===== config.mk =====
export PLATFORM = sky130hd
export DESIGN_NAME = rtc_cal_clock
export DESIGN_NICKNAME = d
export VERILOG_FILES = /design/src/rtl/rtc_cal_pkg.sv /design/src/rtl/rtc_cal_stage.sv /design/src/rtl/rtc_cal_live.sv /design/src/rtl/rtc_cal_snap.sv /design/src/rtl/rtc_cal_clock.sv
export SDC_FILE = /design/constraint.sdc
export NUM_CORES = 1
export LEC_CHECK = 0
export BUFFER_PORTS_ARGS = -buffer_cell sky130_fd_sc_hd__buf_4
export CAP_MARGIN = 20
export CORE_ASPECT_RATIO = 1.25
export CORE_UTILIZATION = 49
export CTS_CLUSTER_DIAMETER = 80
export DETAILED_ROUTE_END_ITERATION = 10
export PLACE_DENSITY = 0.68
export RECOVER_POWER = 100
export SLEW_MARGIN = 20
export SYNTH_ARGS = -nofsm -noshare
export SYNTH_HDL_FRONTEND = slang
export SYNTH_SLANG_ARGS = --single-unit

===== constraint.sdc =====
create_clock -name clk -period 3.3 [get_ports clk]
set_clock_uncertainty 0.1 [all_clocks]
set_input_delay 0.66 -clock clk [delete_from_list [all_inputs] [get_ports clk]]
set_output_delay 0.66 -clock clk [all_outputs]
set_load 0.02 [all_outputs]

===== src/rtl/rtc_cal_pkg.sv =====
package rtc_cal_pkg;

   localparam int unsigned SLOT_CNT = 8;
   localparam int unsigned I_SEC    = 0;
   localparam int unsigned I_MIN    = 1;
   localparam int unsigned I_HOUR   = 2;
   localparam int unsigned I_DATE   = 3;
   localparam int unsigned I_MON    = 4;
   localparam int unsigned I_YEAR   = 5;
   localparam int unsigned I_DOW    = 6;
   localparam int unsigned I_SPARE  = 7;

   typedef logic [SLOT_CNT-1:0][7:0] bank_t;

   // Two-digit BCD increment without wrap handling.
   function automatic logic [7:0] bcd_inc(input logic [7:0] v);
      if (v[3:0] == 4'd9) return {v[7:4] + 4'd1, 4'd0};
      return {v[7:4], v[3:0] + 4'd1};
   endfunction

   function automatic logic year_is_leap(input logic [7:0] y);
      logic [7:0] b;
      b = ({4'b0, y[7:4]} * 8'd10) + {4'b0, y[3:0]};
      return (b[1:0] == 2'b00);
   endfunction

   function automatic logic [7:0] last_date(input logic [7:0] m, input logic [7:0] y);
      case (m)
         8'h02:                      return year_is_leap(y) ? 8'h29 : 8'h28;
         8'h04, 8'h06, 8'h09, 8'h11: return 8'h30;
         default:                    return 8'h31;
      endcase
   endfunction

   // Returns {day_carry, next_hour_byte}.
   function automatic logic [8:0] hour_step(input logic [7:0] h);
      logic [7:0] v;
      if (h[7]) begin
         if (h[5:0] == 6'h23) return {1'b1, 8'h80};
         v = bcd_inc({2'b00, h[5:0]});
         return {1'b0, 1'b1, 1'b0, v[5:0]};
      end
      v = {3'b000, h[4:0]};
      if (v == 8'h11) return {h[5], 2'b00, ~h[5], 5'h12};
      if (v == 8'h12) return {1'b0, 2'b00, h[5], 5'h01};
      v = bcd_inc(v);
      return {1'b0, 2'b00, h[5], v[4:0]};
   endfunction

   function automatic bank_t advance(input bank_t t);
      bank_t      n;
      logic [8:0] hs;
      logic       day;
      n   = t;
      hs  = '0;
      day = 1'b0;
      if (t[I_SEC] != 8'h59) n[I_SEC] = bcd_inc(t[I_SEC]);
      else begin
         n[I_SEC] = 8'h00;
         if (t[I_MIN] != 8'h59) n[I_MIN] = bcd_inc(t[I_MIN]);
         else begin
            n[I_MIN]  = 8'h00;
            hs        = hour_step(t[I_HOUR]);
            n[I_HOUR] = hs[7:0];
            day       = hs[8];
         end
      end
      if (day) begin
         n[I_DOW] = (t[I_DOW] >= 8'h06) ? 8'h00 : t[I_DOW] + 8'h01;
         if (t[I_DATE] != last_date(t[I_MON], t[I_YEAR])) n[I_DATE] = bcd_inc(t[I_DATE]);
         else begin
            n[I_DATE] = 8'h01;
            if (t[I_MON] != 8'h12) n[I_MON] = bcd_inc(t[I_MON]);
            else begin
               n[I_MON]  = 8'h01;
               n[I_YEAR] = (t[I_YEAR] == 8'h99) ? 8'h00 : bcd_inc(t[I_YEAR]);
            end
         end
      end
      return n;
   endfunction

   function automatic bank_t reset_bank(input bit mode24);
      bank_t b;
      b         = '0;
      b[I_HOUR] = mode24 ? 8'h80 : 8'h12;
      b[I_DATE] = 8'h01;
      b[I_MON]  = 8'h01;
      return b;
   endfunction

endpackage


===== src/rtl/rtc_cal_stage.sv =====
module rtc_cal_stage
   import rtc_cal_pkg::*;
#(
   parameter int unsigned NUM_BYTES = 8,
   parameter int unsigned ADDR_W    = $clog2(NUM_BYTES)
) (
   input  logic              clk,
   input  logic              rst_n,
   input  logic              wr_en,
   input  logic [ADDR_W-1:0] wr_addr,
   input  logic [7:0]        wr_data,
   input  logic              commit,
   input  logic              abort,
   input  logic              apply,
   output bank_t             stage_o,
   output logic              pending_o
);

   logic [7:0]           slot_q [NUM_BYTES];
   logic [NUM_BYTES-1:0] have_q;
   logic                 pend_q;

   for (genvar g = 0; g < NUM_BYTES; g++) begin : g_slot
      always_ff @(posedge clk) begin
         if (!rst_n)                                       slot_q[g] <= 8'h00;
         else if (wr_en && (wr_addr == ADDR_W'(g)))         slot_q[g] <= wr_data;
      end
      assign stage_o[g] = slot_q[g];
   end

   always_ff @(posedge clk) begin
      if (!rst_n) begin
         have_q <= '0;
         pend_q <= 1'b0;
      end else begin
         if (commit || abort) have_q <= '0;
         else if (wr_en)      have_q[wr_addr] <= 1'b1;
         if (commit && (&have_q)) pend_q <= 1'b1;
         else if (apply)          pend_q <= 1'b0;
      end
   end

   assign pending_o = pend_q;

endmodule


===== src/rtl/rtc_cal_live.sv =====
module rtc_cal_live
   import rtc_cal_pkg::*;
#(
   parameter bit RESET_24H = 1'b1
) (
   input  logic  clk,
   input  logic  rst_n,
   input  logic  tick,
   input  logic  run,
   input  logic  apply,
   input  bank_t load_val,
   output bank_t live_o
);

   bank_t live_q;

   always_ff @(posedge clk) begin
      if (!rst_n)             live_q <= reset_bank(RESET_24H);
      else if (apply)         live_q <= load_val;
      else if (tick && run)   live_q <= advance(live_q);
   end

   assign live_o = live_q;

endmodule


===== src/rtl/rtc_cal_snap.sv =====
module rtc_cal_snap
   import rtc_cal_pkg::*;
#(
   parameter int unsigned NUM_BYTES = 8,
   parameter int unsigned ADDR_W    = $clog2(NUM_BYTES),
   parameter bit          RESET_24H = 1'b1,
   parameter bit          READ_REG  = 1'b0
) (
   input  logic              clk,
   input  logic              rst_n,
   input  logic              snap_req,
   input  bank_t             live_i,
   input  logic [ADDR_W-1:0] rd_addr,
   output bank_t             snap_o,
   output logic [7:0]        rd_data
);

   bank_t snap_q;

   always_ff @(posedge clk) begin
      if (!rst_n)        snap_q <= reset_bank(RESET_24H);
      else if (snap_req) snap_q <= live_i;
   end

   assign snap_o = snap_q;

   if (READ_REG) begin : g_rd_reg
      logic [7:0] rd_q;
      always_ff @(posedge clk) begin
         if (!rst_n) rd_q <= 8'h00;
         else        rd_q <= snap_q[rd_addr];
      end
      assign rd_data = rd_q;
   end else begin : g_rd_comb
      assign rd_data = snap_q[rd_addr];
   end

endmodule


===== src/rtl/rtc_cal_clock.sv =====
module rtc_cal_clock
   import rtc_cal_pkg::*;
#(
   parameter int unsigned NUM_BYTES = 8,
   parameter int unsigned BYTE_W    = 8,
   parameter bit          RESET_24H = 1'b1,
   parameter bit          READ_REG  = 1'b0,
   parameter int unsigned ADDR_W    = $clog2(NUM_BYTES)
) (
   input  logic              clk,
   input  logic              rst_n,
   input  logic              tick_1hz,
   input  logic              snap_req,
   input  logic              wr_en,
   input  logic [ADDR_W-1:0] wr_addr,
   input  logic [BYTE_W-1:0] wr_data,
   input  logic              commit,
   input  logic              abort,
   input  logic [ADDR_W-1:0] rd_addr,
   output logic [BYTE_W-1:0] rd_data,
   output logic              halted
);

   if (NUM_BYTES != SLOT_CNT) begin : g_bad_count
      $error("rtc_cal_clock: NUM_BYTES must equal the package slot count");
   end
   if (BYTE_W != 8) begin : g_bad_width
      $error("rtc_cal_clock: BYTE_W must be 8 for BCD fields");
   end
   if (ADDR_W != $clog2(NUM_BYTES)) begin : g_bad_addr
      $error("rtc_cal_clock: ADDR_W inconsistent with NUM_BYTES");
   end

   bank_t stage_q;
   bank_t live_q;
   bank_t snap_q;
   logic  pend_q;
   logic  halt_q;
   logic  apply;

   assign apply = tick_1hz && pend_q;

   always_ff @(posedge clk) begin
      if (!rst_n)     halt_q <= 1'b1;
      else if (apply) halt_q <= 1'b0;
   end

   rtc_cal_stage #(.NUM_BYTES(NUM_BYTES), .ADDR_W(ADDR_W)) u_stage (
      .clk       (clk),
      .rst_n     (rst_n),
      .wr_en     (wr_en),
      .wr_addr   (wr_addr),
      .wr_data   (wr_data),
      .commit    (commit),
      .abort     (abort),
      .apply     (apply),
      .stage_o   (stage_q),
      .pending_o (pend_q)
   );

   rtc_cal_live #(.RESET_24H(RESET_24H)) u_live (
      .clk      (clk),
      .rst_n    (rst_n),
      .tick     (tick_1hz),
      .run      (!halt_q),
      .apply    (apply),
      .load_val (stage_q),
      .live_o   (live_q)
   );

   rtc_cal_snap #(
      .NUM_BYTES (NUM_BYTES),
      .ADDR_W    (ADDR_W),
      .RESET_24H (RESET_24H),
      .READ_REG  (READ_REG)
   ) u_snap (
      .clk      (clk),
      .rst_n    (rst_n),
      .snap_req (snap_req),
      .live_i   (live_q),
      .rd_addr  (rd_addr),
      .snap_o   (snap_q),
      .rd_data  (rd_data)
   );

   assign halted = halt_q;

endmodule


==> results of run 1 <==
-- stage by stage --
stage | util (%) | instances | setup WS (ns) | power (mW) | hold WS, ns
finish | 55.60 | 1208 | 0.2695 | 5.107 | 0.3662
global route | 55.60 | 1208 | 0.06522 | 5.266 | 0.3807
CTS | 56.15 | 1208 | 0.4102 | 5.159 | 0.3597
detailed placement | 52.70 | 1172 | 0.4383 | 2.894 | 0.3545
global placement | 52.70 | 1172 | 0.4942 | 2.891 | 0.3484
floorplan | - | 950 | 0.07854 | 2.806 | 0.3358
-- registers in the layout (all words and copies together) (netlist names) --
signal / count
u_stage.pending_o: 1
u_snap.snap_o: 64
u_live.live_o: 64
u_stage.have_q: 8
halted: 1
u_stage.slot_q: 64
-- worst max-delay path, delay by kind of cell, from the launching register on --
family | cells | cell delay [ns]
DFF | 1 | 0.42
adders and majority gates | 1 | 0.18
and+or+nand+nor | 4 | 1.70
AOI/OAI and AO/OA | 2 | 0.54
-- kinds of logic after synthesis --
logic type / Yosys count / share of synthesized area (%)
flip-flops: 202 / 49.33
buffers and inverters: 75 / 3.096
multiplexers: 96 / 12.33
AO/OA/AOI/OAI: 182 / 12.64
XOR/XNOR: 11 / 1.014
AND/OR/NAND/NOR: 367 / 19.35
adder cells (fa/ha/maj): 17 / 2.240
-- path summary, 6_finish.rpt --
path,from,to,slack (ns),depth (start not counted)
worst max-delay path,u_live.live_o[4]$_SDFFE_PN0P_,u_live.live_o[50]$_SDFFE_PN0P_,0.27,7
worst max register to register,u_live.live_o[4]$_SDFFE_PN0P_,u_live.live_o[50]$_SDFFE_PN0P_,0.27,7
worst min-delay path,u_stage.have_q[0]$_SDFFE_PP0P_,u_stage.have_q[0]$_SDFFE_PP0P_,0.37,1
worst min register to register,u_stage.have_q[0]$_SDFFE_PP0P_,u_stage.have_q[0]$_SDFFE_PP0P_,0.37,1
-- power breakdown --
part	total, mW	internal, mW	switching [mW]
Clock	2.27	1.34	0.930
Sequential	2.65	2.62	0.0272
Combinational	0.186	0.0616	0.125
-- cell usage in the layout, fill, tap and decap left out, types with 3 or more instances in the layout --
cell	count
a2111oi_0	3
a211oi_1	9
a21oi_1	42
a221oi_1	3
a22oi_1	8
a31oi_1	10
and2_0	45
and2_1	21
buf_4	22
clkbuf_1	23
clkbuf_16	21
clkbuf_2	3
clkbuf_8	4
dfxtp_1	138
edfxtp_1	64
ha_1	17
inv_1	23
mux2_2	8
mux2i_1	72
mux4_2	16
nand2_1	84
nand2b_1	12
nand3_1	20
nand3b_1	4
nand4_1	9
nor2_1	115
nor2b_1	3
nor3_1	18
o2111ai_1	5
o211ai_1	12
o21a_1	9
o21ai_0	49
o31ai_1	6
or2_2	3
or3_1	9
xnor2_1	6
xor2_1	5
-- cell type report --
| type | instances | share of cell area (%) |
|---|---|---|
| multi-input cells | 673 | 42.96 |
| flip-flops and latches | 202 | 44.70 |
| inverters | 24 | 0.8716 |
| well taps | 232 | 2.770 |
| repair buffers | 41 | 2.484 |
| clock buffers | 34 | 5.863 |
| clock inverters | 2 | 0.3463 |
-- per-layer routing --
metal  routed length (µm)  track usage [%]  up-vias
li1                     -                -     3438
met1                11060            34.91     3391
met2                10610            38.28      220
met3                 1234            2.366       35
met4                  575            6.770        0
met5                    0                0        -
==> run_results.csv, run 1 <==
group,metric,value,unit
global_route,grt.total_usage,24.06,%
worst_setup_path,cp-start-kind,"flop",
power_and_ir_drop,p_per_area,487.4,nW/µm²
floorplan,core_area,18850,µm²
global_route,antenna_found_initial,0,
placed_design,io_buffers,29,
logic_synthesis,yosysWarnings,0,
timing,setup_viol,0,
clocking,h-tree-depth,1,
cells_and_area,drive_gt1_share,9.836,%
logic_synthesis,ys_ff_latch,202,
timing,rsz0062_at_grt,"no",
clocking,holdBufCountCts,0,
logic_synthesis,synth_top_cell_by_area,"dfxtp_1",
flow_run,maxCapViolations,0,
cells_and_area,n_antenna_cell,0,
floorplan,die_area,19940,µm²
clocking,cts_tree,"yes",
logic_synthesis,synth_area_leaders,"dfxtp_1 29%, edfxtp_1 20%, mux2i_1 7.6%",
clocking,numCtsBuffers,21,
clocking,cts.sinks,202,
worst_setup_path,crit_chain,"ha_1 > nand3b_1 > or4b_1 > a211oi_4 > nor2_1 > or4b_1 > a31oi_1",
floorplan,rows,56,
logic_synthesis,avgSynthCellArea,9.996,µm²
clocking,cts_buffer_depth,3,
clocking,cts_resized,0,
detailed_routing,antenna_left,0,
worst_setup_path,crit_required,3.60,ns
floorplan,ioPinCount,30,
logic_synthesis,synth_cells,950,
global_route,grt_pass1_vias,6533,
power_and_ir_drop,irDropWorstVdd,0.3168,mV
placed_design,gp_congestion,0.8610,
worst_setup_path,cp_max_fo,11,
worst_setup_path,crit_top_cell,"or4b_1",
logic_synthesis,synth_edf_count,64,
detailed_routing,first_pass_iters,5,
cells_and_area,seq_area,4684,µm²
timing,relSlewSlack,6.031,%
floorplan,die_x,126.5,µm
timing,tns,0,ns
logic_synthesis,ys_async_sr_fraction,0,%
logic_synthesis,synth_ff_type,"dfxtp_1",
worst_setup_path,crit_path_top_delay_cell,"or4b_1",
logic_synthesis,synth_nets,988,
clocking,clk_root_buffer_cell,"clkbuf_16",
global_route,gr-total-overflow,0,
cells_and_area,layout.nets,1001,
status,status,"complete, no violations",
worst_setup_path,cpPeakStageDelay,0.69,ns
placed_design,post_dp_cell_area,9933,µm²
floorplan,start_util,50.39,%
logic_synthesis,yosysMostFrequentCell,"dfxtp_1",
timing,slew_viol_final,0,
timing,fin_crit,3.030,ns
floorplan,dieHeight,157.6,µm
timing,worstMarginPinSlew,1.410,ns
detailed_routing,drt_wl_total,23480,µm
cells_and_area,syn2layout_area_growth,10.34,%
timing,hold_viol,0,
clocking,clkTransAtPathRegs,0.06,ns
cells_and_area,multi_input_area,4502,µm²
detailed_routing,via_per_inst,5.864,
logic_synthesis,yosysSeqAreaShare,49.33,%
cells_and_area,fin_area,10480,µm²
timing,fmax,330.0,MHz
worst_setup_path,cp_data_arrival_time,3.33,ns
worst_setup_path,worstSetupPathType,"flop to flop",
cells_and_area,fill_cells,1667,
clocking,insertion_delay,0.49,ns
global_route,grt_max_degree,109,
detailed_routing,drtIter0Drc,555,
timing,post-route-period-util,91.83,%
min_path,hp-class,"flop to flop",
detailed_routing,drc_errors,0,
worst_setup_path,endpoint_kind,"flop",
power_and_ir_drop,p_leak,3.750,nW
logic_synthesis,netlist.area_leader.share,29.09,%
global_route,grt_pass1_wl,37090,µm
placed_design,dp_hpwl,16360,µm
detailed_routing,wl_per_cell,19.43,µm
logic_synthesis,synthTopCellsByCount,"138 x dfxtp_1, 115 x nor2_1, 84 x nand2_1, 72 x mux2i_1, 67 x and2_1",
clocking,cts_setup_buffers,0,
logic_synthesis,syn-cell-area,9497,µm²
detailed_routing,vias,7084,
logic_synthesis,synth.distinct_cells,77,
(Power assumes the default switching activity.)
==> run 2, diff against run 1 <==
--- a/constraint.sdc
+++ b/constraint.sdc
@@ -4,2 +4,2 @@
 set_output_delay 0.66 -clock clk [all_outputs]
-set_load 0.02 [all_outputs]
+set_load 0.01 [all_outputs]
==> run_results.csv, run 2 (synthesis gave the netlist of run 1 again) <==
group,metric,value,unit
status,status,"complete, but fails checks",
status,violations,"capacitance limit, slew limit",
floorplan,die_area,19940,µm²
detailed_routing,antenna_left,0,
timing,fmax,339.2,MHz
cells_and_area,layout.nets,1007,
clocking,insertion_delay,0.50,ns
placed_design,gp_congestion,0.8604,
min_path,min-delay-start,"u_live.live_o[58]$_SDFFE_PN0P_",
power_and_ir_drop,irDropWorstVdd,0.3357,mV
min_path,min_path_cells,2,
timing,post-route-period-util,89.34,%
clocking,numCtsBuffers,21,
clocking,cts_resized,0,
worst_setup_path,cp-start-kind,"flop",
cells_and_area,n_antenna_cell,0,
detailed_routing,drc_errors,0,
power_and_ir_drop,p_leak,3.786,nW
detailed_routing,via_per_inst,5.892,
cells_and_area,syn2layout_area_growth,11.08,%
global_route,grt_pass1_vias,6568,
detailed_routing,wl_per_cell,19.58,µm
clocking,h-tree-depth,1,
floorplan,die_x,126.5,µm
timing,hold_viol,0,
floorplan,dieHeight,157.6,µm
clocking,cts_buffer_depth,3,
global_route,antenna_found_initial,0,
worst_setup_path,crit_required,3.62,ns
global_route,gr-total-overflow,0,
timing,tns,0,ns
timing,relSlewSlack,-64.80,%
global_route,grt_max_degree,72,
floorplan,core_area,18850,µm²
timing,fin_crit,2.948,ns
cells_and_area,fill_cells,1686,
clocking,clkTransAtPathRegs,0.06,ns
floorplan,start_util,50.39,%
clocking,cts.sinks,202,
clocking,cts_setup_buffers,0,
placed_design,io_buffers,29,
timing,rsz0062_at_grt,"no",
detailed_routing,vias,7159,
detailed_routing,drtIter0Drc,445,
detailed_routing,drt_wl_total,23780,µm
detailed_routing,first_pass_iters,5,
floorplan,ioPinCount,30,
global_route,grt.total_usage,24.15,%
worst_setup_path,cp_max_fo,8,
placed_design,dp_hpwl,16770,µm
flow_run,maxCapViolations,2,
timing,slew_viol_final,73,
worst_setup_path,rrSetupSlack,0.35,ns
floorplan,rows,56,
global_route,grt_pass1_wl,37000,µm
clocking,holdBufCountCts,0,
timing,whs,0.3634,ns
timing,setup_viol,0,
clocking,cts_tree,"yes",
min_path,hold_end,"u_live.live_o[58]$_SDFFE_PN0P_",
min_path,hp-class,"flop to flop",
worst_setup_path,worstSetupPathType,"flop to flop",
power_and_ir_drop,p_per_area,497.0,nW/µm²
cells_and_area,utilization,55.97,%
worst_setup_path,r2r_start,"u_live.live_o[4]$_SDFFE_PN0P_",
worst_setup_path,cp_data_arrival_time,3.27,ns
worst_setup_path,endpoint_kind,"flop",
clocking,clk_root_buffer_cell,"clkbuf_16",
cells_and_area,drive_gt1_share,10.38,%
worst_setup_path,reg2regPathDepth,7,
timing,setup_ws,0.3518,ns
cells_and_area,final_cell_mix,"138 x dfxtp_1, 115 x nor2_1, 83 x nand2_1",
worst_setup_path,rr_endpoint,"u_live.live_o[28]$_SDFFE_PN0P_",
cells_and_area,final_common_cell,"dfxtp_1",
placed_design,dp_slack,0.4527,ns
timing,worstMarginPinSlew,2.472,ns
run 2: cell types whose count changed in the layout (fill, tap and decap cells not counted), sizes merged:
cell and delta:
clkinv +4, inv -1, clkbuf -2, bufinv +2
buf +4
run 2: per-stage QoR:
| stage | power, mW | area [µm²] | instances |
|---|---|---|---|
| finish | 5.243 | 10550 | 1215 |
| detailed placement | 2.894 | 9946 | 1177 |
| CTS | 5.270 | 10630 | 1214 |
| floorplan | 2.805 | 9497 | 950 |
| global route | 5.379 | 10550 | 1215 |
| global placement | 2.890 | 9946 | 1177 |
run 2: how the worst max path moves through the flow:
stage	endpoint	cells after the start	startpoint
floorplan	rd_data[0]	4	rd_addr[0]
global placement	u_live.live_o[50]$_SDFFE_PN0P_	7	u_live.live_o[4]$_SDFFE_PN0P_
detailed placement	u_live.live_o[39]$_SDFFE_PN0P_	6	u_live.live_o[34]$_SDFFE_PN0P_
CTS	u_live.live_o[50]$_SDFFE_PN0P_	7	u_live.live_o[4]$_SDFFE_PN0P_
global route	u_live.live_o[44]$_SDFFE_PN0P_	6	u_live.live_o[34]$_SDFFE_PN0P_
finish	u_live.live_o[28]$_SDFFE_PN0P_	7	u_live.live_o[4]$_SDFFE_PN0P_
run 2: final cells by class:
cell class / count / area [µm²] / area share [%]
Clock buffer: 30 / 574.3 / 5.444
Multi-Input combinational cell: 673 / 4508 / 42.73
Inverter: 24 / 91.34 / 0.8658
Sequential cell: 202 / 4684 / 44.41
Tap cell: 232 / 290.3 / 2.752
Clock inverter: 7 / 108.9 / 1.032
Timing Repair Buffer: 47 / 291.5 / 2.764
run 2: routing by layer:
layer	GRT usage, %	wire length [µm]
met5	0	0
met4	7.172	391
met3	2.737	1244
met2	39.83	11090
met1	33.49	11060
run 2: power breakdown:
group	internal (mW)	total (mW)	switching [mW]	leakage [nW]
clock	1.44	2.40	0.959	0.338
sequential	2.62	2.65	0.0296	1.73
combinational	0.0647	0.191	0.126	1.72
total	4.13	5.24	1.11	3.79
run 2: critical path: stages (launching register included):
cell and delay (ns):
dfxtp_1 0.42, ha_1 0.18, nand3b_1 0.16, or4b_4 0.62
a211oi_2 0.60, nand2_1 0.25, or3_1 0.37, a31oi_1 0.17
==> run 3, diff against run 2 <==
CAP_MARGIN = 0   (was 20)
CELL_PAD_IN_SITES_DETAIL_PLACEMENT = 1   (was unset)
CELL_PAD_IN_SITES_GLOBAL_PLACEMENT = 2   (was unset)
CORE_UTILIZATION = 41   (was 49)
PLACE_DENSITY = 0.83   (was 0.68)
==> run_results.csv, run 3 (synthesis gave the netlist of run 1 again) <==
group,metric,value,unit
status,status,"complete, but fails checks",
status,violations,"DRC, capacitance limit, slew limit",
worst_setup_path,cp-start-kind,"input pin",
floorplan,die_x,138.1,µm
min_path,hp-class,"flop to flop",
timing,relSlewSlack,-57.07,%
placed_design,dp_hpwl,19580,µm
cells_and_area,fill_cells,2508,
timing,post-route-period-util,90.42,%
detailed_routing,wl_per_cell,21.23,µm
flow_run,maxCapViolations,1,
detailed_routing,drc_errors,8,
floorplan,rows,61,
worst_setup_path,worstSetupPathType,"input pin to primary output",
clocking,numCtsBuffers,22,
clocking,clk_root_buffer_cell,"clkbuf_16",
detailed_routing,drtIter0Drc,437,
cells_and_area,multi_input_area,4514,µm²
worst_setup_path,crit_path_top_delay_cell,"mux4_2",
worst_setup_path,cp_data_arrival_time,2.22,ns
cells_and_area,n_antenna_cell,0,
global_route,antenna_found_initial,1,
clocking,cts.sinks,202,
clocking,cts_setup_buffers,0,
global_route,grt.total_usage,23.35,%
power_and_ir_drop,p_leak,3.864,nW
floorplan,core_area,22520,µm²
clocking,cts_buffer_depth,3,
cells_and_area,drive_gt1_share,11.54,%
worst_setup_path,crit_chain,"clkbuf_2 > mux4_2 > mux2_1 > buf_4",
worst_setup_path,cp_max_fo,16,
clocking,clkTransAtPathRegs,0.06,ns
floorplan,die_area,23780,µm²
global_route,grt_pass1_wl,42720,µm
worst_setup_path,crit_required,2.54,ns
floorplan,start_util,42.18,%
detailed_routing,antenna_left,0,
timing,fmax,335.1,MHz
power_and_ir_drop,irDropWorstVdd,0.3755,mV
global_route,gr-total-overflow,0,
floorplan,dieHeight,172.2,µm
worst_setup_path,endpoint_kind,"primary output",
worst_setup_path,rrSetupSlack,0.35,ns
clocking,cts_tree,"yes",
floorplan,ioPinCount,30,
timing,fin_crit,2.984,ns
global_route,grt_max_degree,109,
placed_design,dp_slack,0.3974,ns
clocking,cts_resized,0,
global_route,grt_pass1_vias,7275,
detailed_routing,vias,7153,
timing,worstMarginPinSlew,2.356,ns
power_and_ir_drop,p_per_area,507.7,nW/µm²
timing,hold_viol,0,
timing,rsz0062_at_grt,"no",
timing,tns,0,ns
detailed_routing,first_pass_iters,8,
detailed_routing,drt_wl_total,26980,µm
cells_and_area,final_common_cell,"dfxtp_1",
timing,whs,0.3632,ns
cells_and_area,seq_area,4684,µm²
clocking,insertion_delay,0.50,ns
clocking,holdBufCountCts,0,
detailed_routing,via_per_inst,5.628,
placed_design,io_buffers,29,
clocking,h-tree-depth,1,
cells_and_area,layout.nets,1010,
cells_and_area,syn2layout_area_growth,13.22,%
timing,slew_viol_final,30,
worst_setup_path,cp_top_family,"multiplexers",
placed_design,gp_congestion,0.7863,
worst_setup_path,crit_buf_inv,2,
timing,setup_viol,0,
cells_and_area,final_cell_mix,"138 x dfxtp_1, 115 x nor2_1, 84 x nand2_1",
timing,setup_ws,0.3160,ns
worst_setup_path,cpPeakStageDelay,0.59,ns
[run 3: cell types whose count changed in the layout (fill, tap and decap cells not counted), moves of 3 or more]
| cell | before | now |
|---|---|---|
| clkbuf_8 | 1 | 4 |
| clkbuf_16 | 21 | 25 |
| o21ai_0 | 49 | 46 |
| buf_4 | 26 | 31 |
| clkinv_2 | 3 | 6 |
| and2_0 | 41 | 47 |
| and2_1 | 25 | 19 |
| o21ai_1 | 2 | 5 |
| clkbuf_1 | 25 | 17 |
[run 3: tightest hold or removal path, delay by kind of cell, from the launching register on]
| kind | cells | cell delay (ns) |
|---|---|---|
| DFF | 1 | 0.31 |
| and+or+nand+nor | 1 | 0.05 |
| AOI/OAI and AO/OA | 1 | 0.05 |
[run 3: worst paths after layout]
path                                                     start                             end  cells after the start
worst max-delay path                                rd_addr[0]                      rd_data[4]                      4
worst min-delay path            u_live.live_o[60]$_SDFFE_PN0P_  u_live.live_o[60]$_SDFFE_PN0P_                      2
worst max register to register   u_live.live_o[4]$_SDFFE_PN0P_  u_live.live_o[50]$_SDFFE_PN0P_                      7
worst min register to register  u_live.live_o[60]$_SDFFE_PN0P_  u_live.live_o[60]$_SDFFE_PN0P_                      2
[run 3: power by group]
part           switching (mW)  internal [mW]  total, mW
clock                    1.01           1.61       2.62
combinational           0.128         0.0629      0.191
sequential             0.0279           2.62       2.65
[run 3: cell type report]
cell class                 count  share of cell area [%]
inverter                      24                  0.8495
clock buffer                  32                   6.435
sequential                   202                   43.57
clock inverter                 8                  0.8612
tap                          283                   3.293
timing repair buffer          49                   3.002
multi-input combinational    673                   41.99
[run 3: through the flow]
| stage | cells | cell area, µm² | util, % | power [mW] |
|---|---|---|---|---|
| final | 1271 | 10750 | 47.75 | 5.459 |
| after global routing | 1271 | 10750 | 47.75 | 5.628 |
| after CTS | 1271 | 10840 | 48.15 | 5.510 |
| after detailed placement | 1231 | 10060 | 44.67 | 2.897 |
| after global placement | 1231 | 10060 | 44.67 | 2.892 |
| after floorplan | 950 | 9497 | - | 2.805 |
[run 3: routing by layer]
metal / global-route usage, % / share of wire [%]
met3: 2.575 / 3.7
met1: 32.68 / 48
met5: 0 / 0.048
met4: 6.058 / 1.8
met2: 38.58 / 46
